<file path="config.mk">
export PLATFORM = sky130hd
export DESIGN_NAME = pq_systolic
export DESIGN_NICKNAME = d
export VERILOG_FILES = /design/src/rtl/pq_pkg.sv /design/src/rtl/pq_sort3.sv /design/src/rtl/pq_cell.sv /design/src/rtl/pq_head.sv /design/src/rtl/pq_systolic.sv
export SDC_FILE = /design/constraint.sdc
export NUM_CORES = 1
export LEC_CHECK = 0
export ABC_AREA = 1
export ABC_CLOCK_PERIOD_IN_PS = 3580
export BUFFER_PORTS_ARGS = -buffer_cell sky130_fd_sc_hd__buf_2
export CORE_MARGIN = 5
export CORE_UTILIZATION = 44
export CTS_BUF_LIST = sky130_fd_sc_hd__clkbuf_4
export DETAILED_ROUTE_END_ITERATION = 7
export PLACE_DENSITY_LB_ADDON = 0.1
export SLEW_MARGIN = 40
export SYNTH_ARGS = -nofsm -noshare
export SYNTH_HDL_FRONTEND = slang
export SYNTH_SLANG_ARGS = --single-unit
</file>
<file path="constraint.sdc">
create_clock -name clk_i -period 3.58 [get_ports clk_i]
set_input_delay 0.179 -clock clk_i [delete_from_list [all_inputs] [get_ports clk_i]]
set_output_delay 0.179 -clock clk_i [all_outputs]
set_load 0.01 [all_outputs]
</file>
<file path="src/rtl/pq_pkg.sv">
package pq_pkg;

  // Kind of work a token carries down the chain
  typedef enum logic {
    PQ_EXTRACT = 1'b0,
    PQ_INSERT  = 1'b1
  } pq_op_e;

endpackage

</file>
<file path="src/rtl/pq_sort3.sv">
module pq_sort3 #(
  parameter int KEY_W = 16
) (
  input  logic [KEY_W-1:0] a_i,
  input  logic [KEY_W-1:0] b_i,
  input  logic [KEY_W-1:0] c_i,
  output logic [KEY_W-1:0] lo_o,
  output logic [KEY_W-1:0] mid_o,
  output logic [KEY_W-1:0] hi_o
);

  logic [KEY_W-1:0] ab_lo, ab_hi;

  always_comb begin
    ab_lo = (a_i < b_i) ? a_i : b_i;
    ab_hi = (a_i < b_i) ? b_i : a_i;
    lo_o  = (c_i < ab_lo) ? c_i : ab_lo;
    hi_o  = (c_i > ab_hi) ? c_i : ab_hi;
    if (c_i < ab_lo)      mid_o = ab_lo;
    else if (c_i > ab_hi) mid_o = ab_hi;
    else                  mid_o = c_i;
  end

endmodule

</file>
<file path="src/rtl/pq_cell.sv">
module pq_cell
  import pq_pkg::*;
#(
  parameter int KEY_W = 16
) (
  input  logic             clk_i,
  input  logic             rst_i,
  input  logic             tok_vld_i,
  input  pq_op_e           tok_op_i,
  input  logic [KEY_W-1:0] tok_key_i,
  input  logic [KEY_W-1:0] below_key_i,
  output logic [KEY_W-1:0] key_o,
  output logic             tok_vld_o,
  output pq_op_e           tok_op_o,
  output logic [KEY_W-1:0] tok_key_o
);

  localparam logic [KEY_W-1:0] POS_INF = '1;
  localparam logic [KEY_W-1:0] NEG_INF = '0;

  logic [KEY_W-1:0] key_q;
  logic [KEY_W-1:0] in_b, in_c;
  logic [KEY_W-1:0] s_lo, s_mid, s_hi;
  logic             is_ins, fwd_vld;

  // Insert: sort(-inf, new, own) -> keep median, pass max down.
  // Extract: sort(-inf, +inf, below) -> median is the key pulled up.
  always_comb begin
    is_ins  = (tok_op_i == PQ_INSERT);
    in_b    = is_ins ? tok_key_i : POS_INF;
    in_c    = is_ins ? key_q     : below_key_i;
    fwd_vld = tok_vld_i && (is_ins ? (s_hi != POS_INF) : (below_key_i != POS_INF));
  end

  pq_sort3 #(.KEY_W(KEY_W)) u_sort (
    .a_i  (NEG_INF),
    .b_i  (in_b),
    .c_i  (in_c),
    .lo_o (s_lo),
    .mid_o(s_mid),
    .hi_o (s_hi)
  );

  always_ff @(posedge clk_i) begin
    if (rst_i) begin
      key_q     <= POS_INF;
      tok_vld_o <= 1'b0;
      tok_op_o  <= PQ_EXTRACT;
      tok_key_o <= POS_INF;
    end else begin
      tok_vld_o <= fwd_vld;
      tok_op_o  <= tok_op_i;
      tok_key_o <= s_hi;
      if (tok_vld_i) key_q <= s_mid;
    end
  end

  assign key_o = key_q;

  AST_SORT_ORDER: assert property (@(posedge clk_i) disable iff (rst_i)
    tok_vld_i |-> (s_lo <= s_mid) && (s_mid <= s_hi));
  AST_NO_NEG_STORED: assert property (@(posedge clk_i) disable iff (rst_i)
    key_q != NEG_INF);
  AST_ORDER_WITH_BELOW: assert property (@(posedge clk_i) disable iff (rst_i)
    (tok_vld_i && is_ins) |-> (key_q <= below_key_i) || (below_key_i == POS_INF) || (key_q == POS_INF));

endmodule

</file>
<file path="src/rtl/pq_head.sv">
module pq_head
  import pq_pkg::*;
#(
  parameter int KEY_W = 16,
  parameter int DEPTH = 8
) (
  input  logic             clk_i,
  input  logic             rst_i,
  input  logic             op_valid_i,
  input  logic             op_insert_i,
  input  logic [KEY_W-1:0] op_key_i,
  input  logic [KEY_W-1:0] head_key_i,
  output logic             ready_o,
  output logic             ext_valid_o,
  output logic [KEY_W-1:0] ext_key_o,
  output logic             full_o,
  output logic             tok_vld_o,
  output pq_op_e           tok_op_o,
  output logic [KEY_W-1:0] tok_key_o
);

  localparam int               CNT_W   = $clog2(DEPTH + 1);
  localparam logic [CNT_W-1:0] CNT_MAX = CNT_W'(DEPTH);
  localparam logic [KEY_W-1:0] POS_INF = '1;
  localparam logic [KEY_W-1:0] NEG_INF = '0;

  logic             ready_q, ext_vld_q, full_q;
  logic [KEY_W-1:0] ext_key_q;
  logic [CNT_W-1:0] count_q, count_nxt;
  logic             take, key_ok, head_empty, ins_ok, ext_ok;

  always_comb begin
    take       = op_valid_i && ready_q;
    key_ok     = (op_key_i != POS_INF) && (op_key_i != NEG_INF);
    head_empty = (head_key_i == POS_INF);
    ins_ok     = take && op_insert_i && (count_q != CNT_MAX) && key_ok;
    ext_ok     = take && !op_insert_i && !head_empty;
    count_nxt  = count_q;
    if (ins_ok)      count_nxt = count_q + 1'b1;
    else if (ext_ok) count_nxt = count_q - 1'b1;
  end

  always_ff @(posedge clk_i) begin
    if (rst_i) begin
      ready_q   <= 1'b1;
      ext_vld_q <= 1'b0;
      ext_key_q <= POS_INF;
      count_q   <= '0;
      full_q    <= 1'b0;
      tok_vld_o <= 1'b0;
      tok_op_o  <= PQ_EXTRACT;
      tok_key_o <= POS_INF;
    end else begin
      ready_q   <= !ready_q;
      ext_vld_q <= ext_ok;
      if (ext_ok) ext_key_q <= head_key_i;
      count_q   <= count_nxt;
      full_q    <= (count_nxt == CNT_MAX);
      tok_vld_o <= ins_ok || ext_ok;
      tok_op_o  <= op_insert_i ? PQ_INSERT : PQ_EXTRACT;
      tok_key_o <= op_key_i;
    end
  end

  assign ready_o     = ready_q;
  assign ext_valid_o = ext_vld_q;
  assign ext_key_o   = ext_key_q;
  assign full_o      = full_q;

  AST_READY_ALT: assert property (@(posedge clk_i) disable iff (rst_i)
    ready_q |=> !ready_q);
  AST_READY_BACK: assert property (@(posedge clk_i) disable iff (rst_i)
    !ready_q |=> ready_q);
  AST_EXT_PULSE: assert property (@(posedge clk_i) disable iff (rst_i)
    ext_vld_q |=> !ext_vld_q);
  AST_EXT_REAL: assert property (@(posedge clk_i) disable iff (rst_i)
    ext_vld_q |-> (ext_key_q != POS_INF) && (ext_key_q != NEG_INF));
  AST_COUNT_LIMIT: assert property (@(posedge clk_i) disable iff (rst_i)
    count_q <= CNT_MAX);
  AST_EMPTY_MATCH: assert property (@(posedge clk_i) disable iff (rst_i)
    ready_q |-> (head_empty == (count_q == '0)));
  AST_FULL_HOLDS: assert property (@(posedge clk_i) disable iff (rst_i)
    (full_q && op_valid_i && op_insert_i) |=> (count_q == CNT_MAX));
  AST_IDLE_SLOT: assert property (@(posedge clk_i) disable iff (rst_i)
    !ready_q |=> !ext_vld_q);

endmodule

</file>
<file path="src/rtl/pq_systolic.sv">
module pq_systolic
  import pq_pkg::*;
#(
  parameter int KEY_W = 16,
  parameter int DEPTH = 8
) (
  input  logic             clk_i,
  input  logic             rst_i,
  input  logic             op_valid_i,
  input  logic             op_insert_i,
  input  logic [KEY_W-1:0] op_key_i,
  output logic             op_ready_o,
  output logic             ext_valid_o,
  output logic [KEY_W-1:0] ext_key_o,
  output logic             empty_o,
  output logic             full_o
);

  localparam logic [KEY_W-1:0] POS_INF = '1;

  logic [KEY_W-1:0] cell_key [DEPTH+1];
  logic             tok_vld  [DEPTH+1];
  pq_op_e           tok_op   [DEPTH+1];
  logic [KEY_W-1:0] tok_key  [DEPTH+1];

  assign cell_key[DEPTH] = POS_INF;

  pq_head #(.KEY_W(KEY_W), .DEPTH(DEPTH)) u_head (
    .clk_i      (clk_i),
    .rst_i      (rst_i),
    .op_valid_i (op_valid_i),
    .op_insert_i(op_insert_i),
    .op_key_i   (op_key_i),
    .head_key_i (cell_key[0]),
    .ready_o    (op_ready_o),
    .ext_valid_o(ext_valid_o),
    .ext_key_o  (ext_key_o),
    .full_o     (full_o),
    .tok_vld_o  (tok_vld[0]),
    .tok_op_o   (tok_op[0]),
    .tok_key_o  (tok_key[0])
  );

  for (genvar i = 0; i < DEPTH; i++) begin : g_cell
    pq_cell #(.KEY_W(KEY_W)) u_cell (
      .clk_i      (clk_i),
      .rst_i      (rst_i),
      .tok_vld_i  (tok_vld[i]),
      .tok_op_i   (tok_op[i]),
      .tok_key_i  (tok_key[i]),
      .below_key_i(cell_key[i+1]),
      .key_o      (cell_key[i]),
      .tok_vld_o  (tok_vld[i+1]),
      .tok_op_o   (tok_op[i+1]),
      .tok_key_o  (tok_key[i+1])
    );
  end

  assign empty_o = (cell_key[0] == POS_INF);

  AST_NO_TAIL_LOSS: assert property (@(posedge clk_i) disable iff (rst_i)
    !(tok_vld[DEPTH] && tok_op[DEPTH] == PQ_INSERT && tok_key[DEPTH] != POS_INF));
  AST_NO_TAIL_EXTRACT: assert property (@(posedge clk_i) disable iff (rst_i)
    !(tok_vld[DEPTH] && tok_op[DEPTH] == PQ_EXTRACT));
  AST_FULL_NOT_EMPTY: assert property (@(posedge clk_i) disable iff (rst_i)
    op_ready_o |-> !(full_o && empty_o));

endmodule

</file>
==> flow_results.org <==
** Run status
- Status :: finished, final reports clean

** Place
- After detailed placement, the design holds a cell count of 3696.
- After detailed placement, the total cell area comes to 0.02185 mm^2.
- At the placement stage, the worst setup path has a slack of 0.2047 ns.
- Detailed placement finished with a half-perimeter wire length of 47420 um.
- GPL Wtd Cong :: 0.8983
- Number of buffers inserted by port buffering :: 39

** Route
- Remaining design rule violation count :: 0
- The pre-antenna-repair detailed-routing pass consisted of 5 iterations.
- Number of design-rule violations left by the first detailed-router iteration :: 1513
- Routed Wire Length :: 62580 um
- In this run the remaining antenna-violating nets after routing total 0.
- The detailed router placed 20810 vias in this run.
- After detailed routing, the average wire length per cell comes to 16.17 um.
- Vias per inst :: 5.379

** GRT
- Across every metal layer, demand over resource in global routing totals 24.29%.
- The initial antenna violation count was 1.
- The first global-routing pass estimated 102100 um of wire.
- Entering global routing, the biggest net connects 128 pins.
- The number of global-route vias before repair is 19900.
- Summed over all layers, the global routing overflow is 0.

** Finish
- In the final layout, the share of cells above drive strength 1 is 10.30%.
- Final design utilization :: 50.15%
- Final standard cell count with taps included and fillers excluded :: 3869
- The net count of the finished layout is 3467.
- Relative to the synthesized area, the layout overhead comes to 13.28%.
- With fillers left out, the area of the finished cells amounts to 0.02320 mm^2.

** Timing
- Setup ws final :: 0.2616 ns
- Hold timing on the final database bottoms out at a slack of 0.1134 ns.
- At the pin with the least slew margin, the transition time is 0.8453 ns.
- Clock skew after layout :: 0.05640 ns
- The number of hold violations in the final report is 0.
- The final-report max-slew violation count is 0.
- Final number of setup-violating endpoints :: 0
- Counting I/O delays and the setup requirement, the final critical path takes 3.318 ns.
- Timing would allow up to 301.3 MHz.
- Headroom to the max-slew limit came out at 43.57%.
- RSZ-0062 raised after global routing :: false
- Period Utilization, post-route :: 92.69%
- Setup TNS :: 0 ns

** Floorplan
- Overall die width :: 225.7 um
- For this design the top-level I/O count stands at 40.
- For this configuration, the core starts out at a cell density of 44.27%.
- Measured along the y axis, the die boundary spans 225.7 um.
- In this run the standard cell core region covers 0.04626 mm^2.
- After floorplanning, the core was divided into 79 placement rows.
- Area of the die :: 0.05096 mm^2

** Worst setup path
- Worst Setup End Kind :: register
- CP required :: 4.27 ns
- Measured in cells, the most critical reg-to-reg path has a length of 18.
- WP data arrival :: 4.00 ns
- Along the worst path, the maximum fanout reaches 49.
- The worst setup path is of the register to register kind.
- Worst setup SP type :: register

** Yosys
- Most frequently used cell type in the post-synthesis netlist :: sky130_fd_sc_hd__nand2_1
- In this run the biggest area consumer among cell types represents 28.84% of the synthesized area.
- Top flip-flop cell by instance count after synthesis :: sky130_fd_sc_hd__dfxtp_1
- Combinational family with the most area after synthesis :: simple AND/OR/NAND/NOR gates
- Mapped cell area :: 0.02048 mm^2
- Commonest cells in the netlist :: sky130_fd_sc_hd__nand2_1, sky130_fd_sc_hd__nor2_1, sky130_fd_sc_hd__dfxtp_1
- Mux cell area share after synthesis :: 0.04888%
- Number of flops mapped to enable cells by yosys :: 0
- For this run, the number of Yosys warnings is 0.
- XOR/XNOR Fraction of Synth Area :: 0.1711%
- Average cell area after synthesis :: 6.856 um^2
- Summing the areas of all compound-gate instances in the mapped netlist gives 16.91% of the synthesized area.
- Async set-or-reset flop fraction in the synthesized netlist :: 0%
- Adder-cell share of the synthesized area :: 15.27%
- Number of instances in the synthesized netlist :: 2987
- The synthesized design spends more area on one cell type than any other, namely sky130_fd_sc_hd__dfxtp_1.
- Register area share after synthesis :: 28.84%
- Ranked by total cell area, the synthesized netlist is headed by sky130_fd_sc_hd__dfxtp_1, sky130_fd_sc_hd__ha_1, sky130_fd_sc_hd__nand2_1.
- Unique cell type count in the Yosys netlist :: 49
- Post-synthesis share of cell area spent on and, or, nand and nor gates :: 30.53%
- Number of storage elements in the synthesis netlist :: 295

** Clock tree
- Counting the buffers created by CTS gives 84.
- Clock transition at the register clock pins on the worst setup and hold paths after CTS :: 0.07 ns
- Clk buf depth :: 3
- The H-tree was split into 3 levels.
- Master cell of the clock root buffer :: sky130_fd_sc_hd__clkbuf_4
- Clock network latency to the later pin of the worst-skew pair :: 0.82 ns
- Clock tree synthesis found a total of 295 sinks.
- Clock tree from TritonCTS :: done

** Power and ir drop
- Leakage dissipation :: 10.90 nW
- The worst-case IR drop observed on VDD is 0.3418 mV.
- Dividing total power by cell area gives a power density of 383.4 mW/mm^2.
- The completed layout was analyzed and its total power is 8.895 mW.

** Worst hold path
- The min-delay analysis places its worst path in the category primary input to register.
- Counting instances, the worst hold path has a depth of 4.

** Run
- Count of maximum capacitance violations :: 0
==> per-layer routing <==
metal  share of wire, %  track usage, %
met2                 46           39.53
met4                2.1           6.462
met1                 47           33.48
met5                  0               0
met3                5.4           4.121
==> worst max-delay path, stage by stage, from the launching register on <==
cell,delay (ns)
sky130_fd_sc_hd__dfxtp_1,0.32
sky130_fd_sc_hd__buf_4,0.25
sky130_fd_sc_hd__nor2_1,0.28
sky130_fd_sc_hd__a21oi_1,0.08
sky130_fd_sc_hd__buf_4,0.16
sky130_fd_sc_hd__ha_1,0.29
sky130_fd_sc_hd__nand4_1,0.14
sky130_fd_sc_hd__nor3_4,0.21
sky130_fd_sc_hd__nand2_1,0.13
sky130_fd_sc_hd__nand2_4,0.15
sky130_fd_sc_hd__nand2_8,0.20
sky130_fd_sc_hd__inv_2,0.22
sky130_fd_sc_hd__nand2_1,0.09
sky130_fd_sc_hd__nand2_1,0.07
sky130_fd_sc_hd__nand2_1,0.09
sky130_fd_sc_hd__nor2_1,0.14
sky130_fd_sc_hd__nand4_1,0.18
sky130_fd_sc_hd__nor2_1,0.13
sky130_fd_sc_hd__nor2_1,0.04
==> flip-flops by register name, indices dropped and copies added, names as in the netlist <==
signal / cells
g_cell.u_cell.tok_vld_o: 7
u_head.tok_vld_o: 1
u_head.full_o: 1
u_head.ready_o: 1
g_cell.u_cell.tok_key_o: 112
g_cell.u_cell.tok_op_o: 7
g_cell.u_cell.key_o: 128
u_head.count_q: 4
u_head.tok_op_o: 1
u_head.ext_valid_o: 1
u_head.tok_key_o: 16
u_head.ext_key_o: 16
==> kinds of logic (layout without fill, tap and decap cells) <==
kind of cell,count (synthesis),after routing
other cells,1,121
mux,1,1
fa+ha+maj,250,250
xor+xnor,4,4
compound gates,583,583
simple gates,1463,1463
flops,295,295
buf+inv,390,545
==> power by group <==
group / switching (mW) / total, mW / internal (mW)
Clock: 1.56 / 3.20 / 1.65
Sequential: 0.102 / 3.57 / 3.47
Combinational: 1.45 / 2.12 / 0.673
==> final timing paths <==
kind              slack (ns)                                    end                            startpoint
setup / recovery        0.26  g_cell[1].u_cell.tok_vld_o$_SDFF_PP0_  g_cell[0].u_cell.tok_op_o$_SDFF_PP0_
hold / removal          0.11         u_head.tok_key_o[5]$_SDFF_PP1_                           op_key_i[5]
setup reg to reg        0.26  g_cell[1].u_cell.tok_vld_o$_SDFF_PP0_  g_cell[0].u_cell.tok_op_o$_SDFF_PP0_
hold reg to reg         0.41              u_head.ready_o$_SDFF_PP1_             u_head.ready_o$_SDFF_PP1_
==> placed cells by master (no fill, tap or decap), drive strengths merged, types with 2 or more instances in the layout <==
cell         instances
conb               120
a211oi               6
a2111oi              2
o21a                 3
o21ai              137
a41oi                3
nor2               435
o21bai               5
ha                 250
clkinvlp             4
nand3              225
nand3b              11
inv                238
dlygate4sd3         20
clkinv              28
or2                 17
a21oi              274
a21o                 6
nand4               27
xor2                 3
nand2              700
clkbuf             121
nor4                27
dfxtp              295
buf                133
a31oi                4
o211ai              60
nor3                20
o2111ai             81
==> area by class of cell <==
| class | instances | area (um^2) |
|---|---|---|
| Fill cell | 4790 | 23060 |
| Multi-Input combinational cell | 2421 | 13350 |
| Sequential cell | 295 | 5908 |
| Timing Repair Buffer | 153 | 1165 |
| Inverter | 242 | 925.9 |
| Clock buffer | 121 | 908.4 |
| Tap cell | 607 | 759.5 |
| Clock inverter | 29 | 176.4 |
| Antenna cell | 1 | 2.502 |
==> what timing repair did <==
action,4_1_cts,5_1_grt
hold buffers,20,0
buffers inserted,0,2
endpoints found under the hold margin,101,0
endpoints found under the setup margin,0,13
resized for setup,0,11
Power figures use the tool's default switching activity.
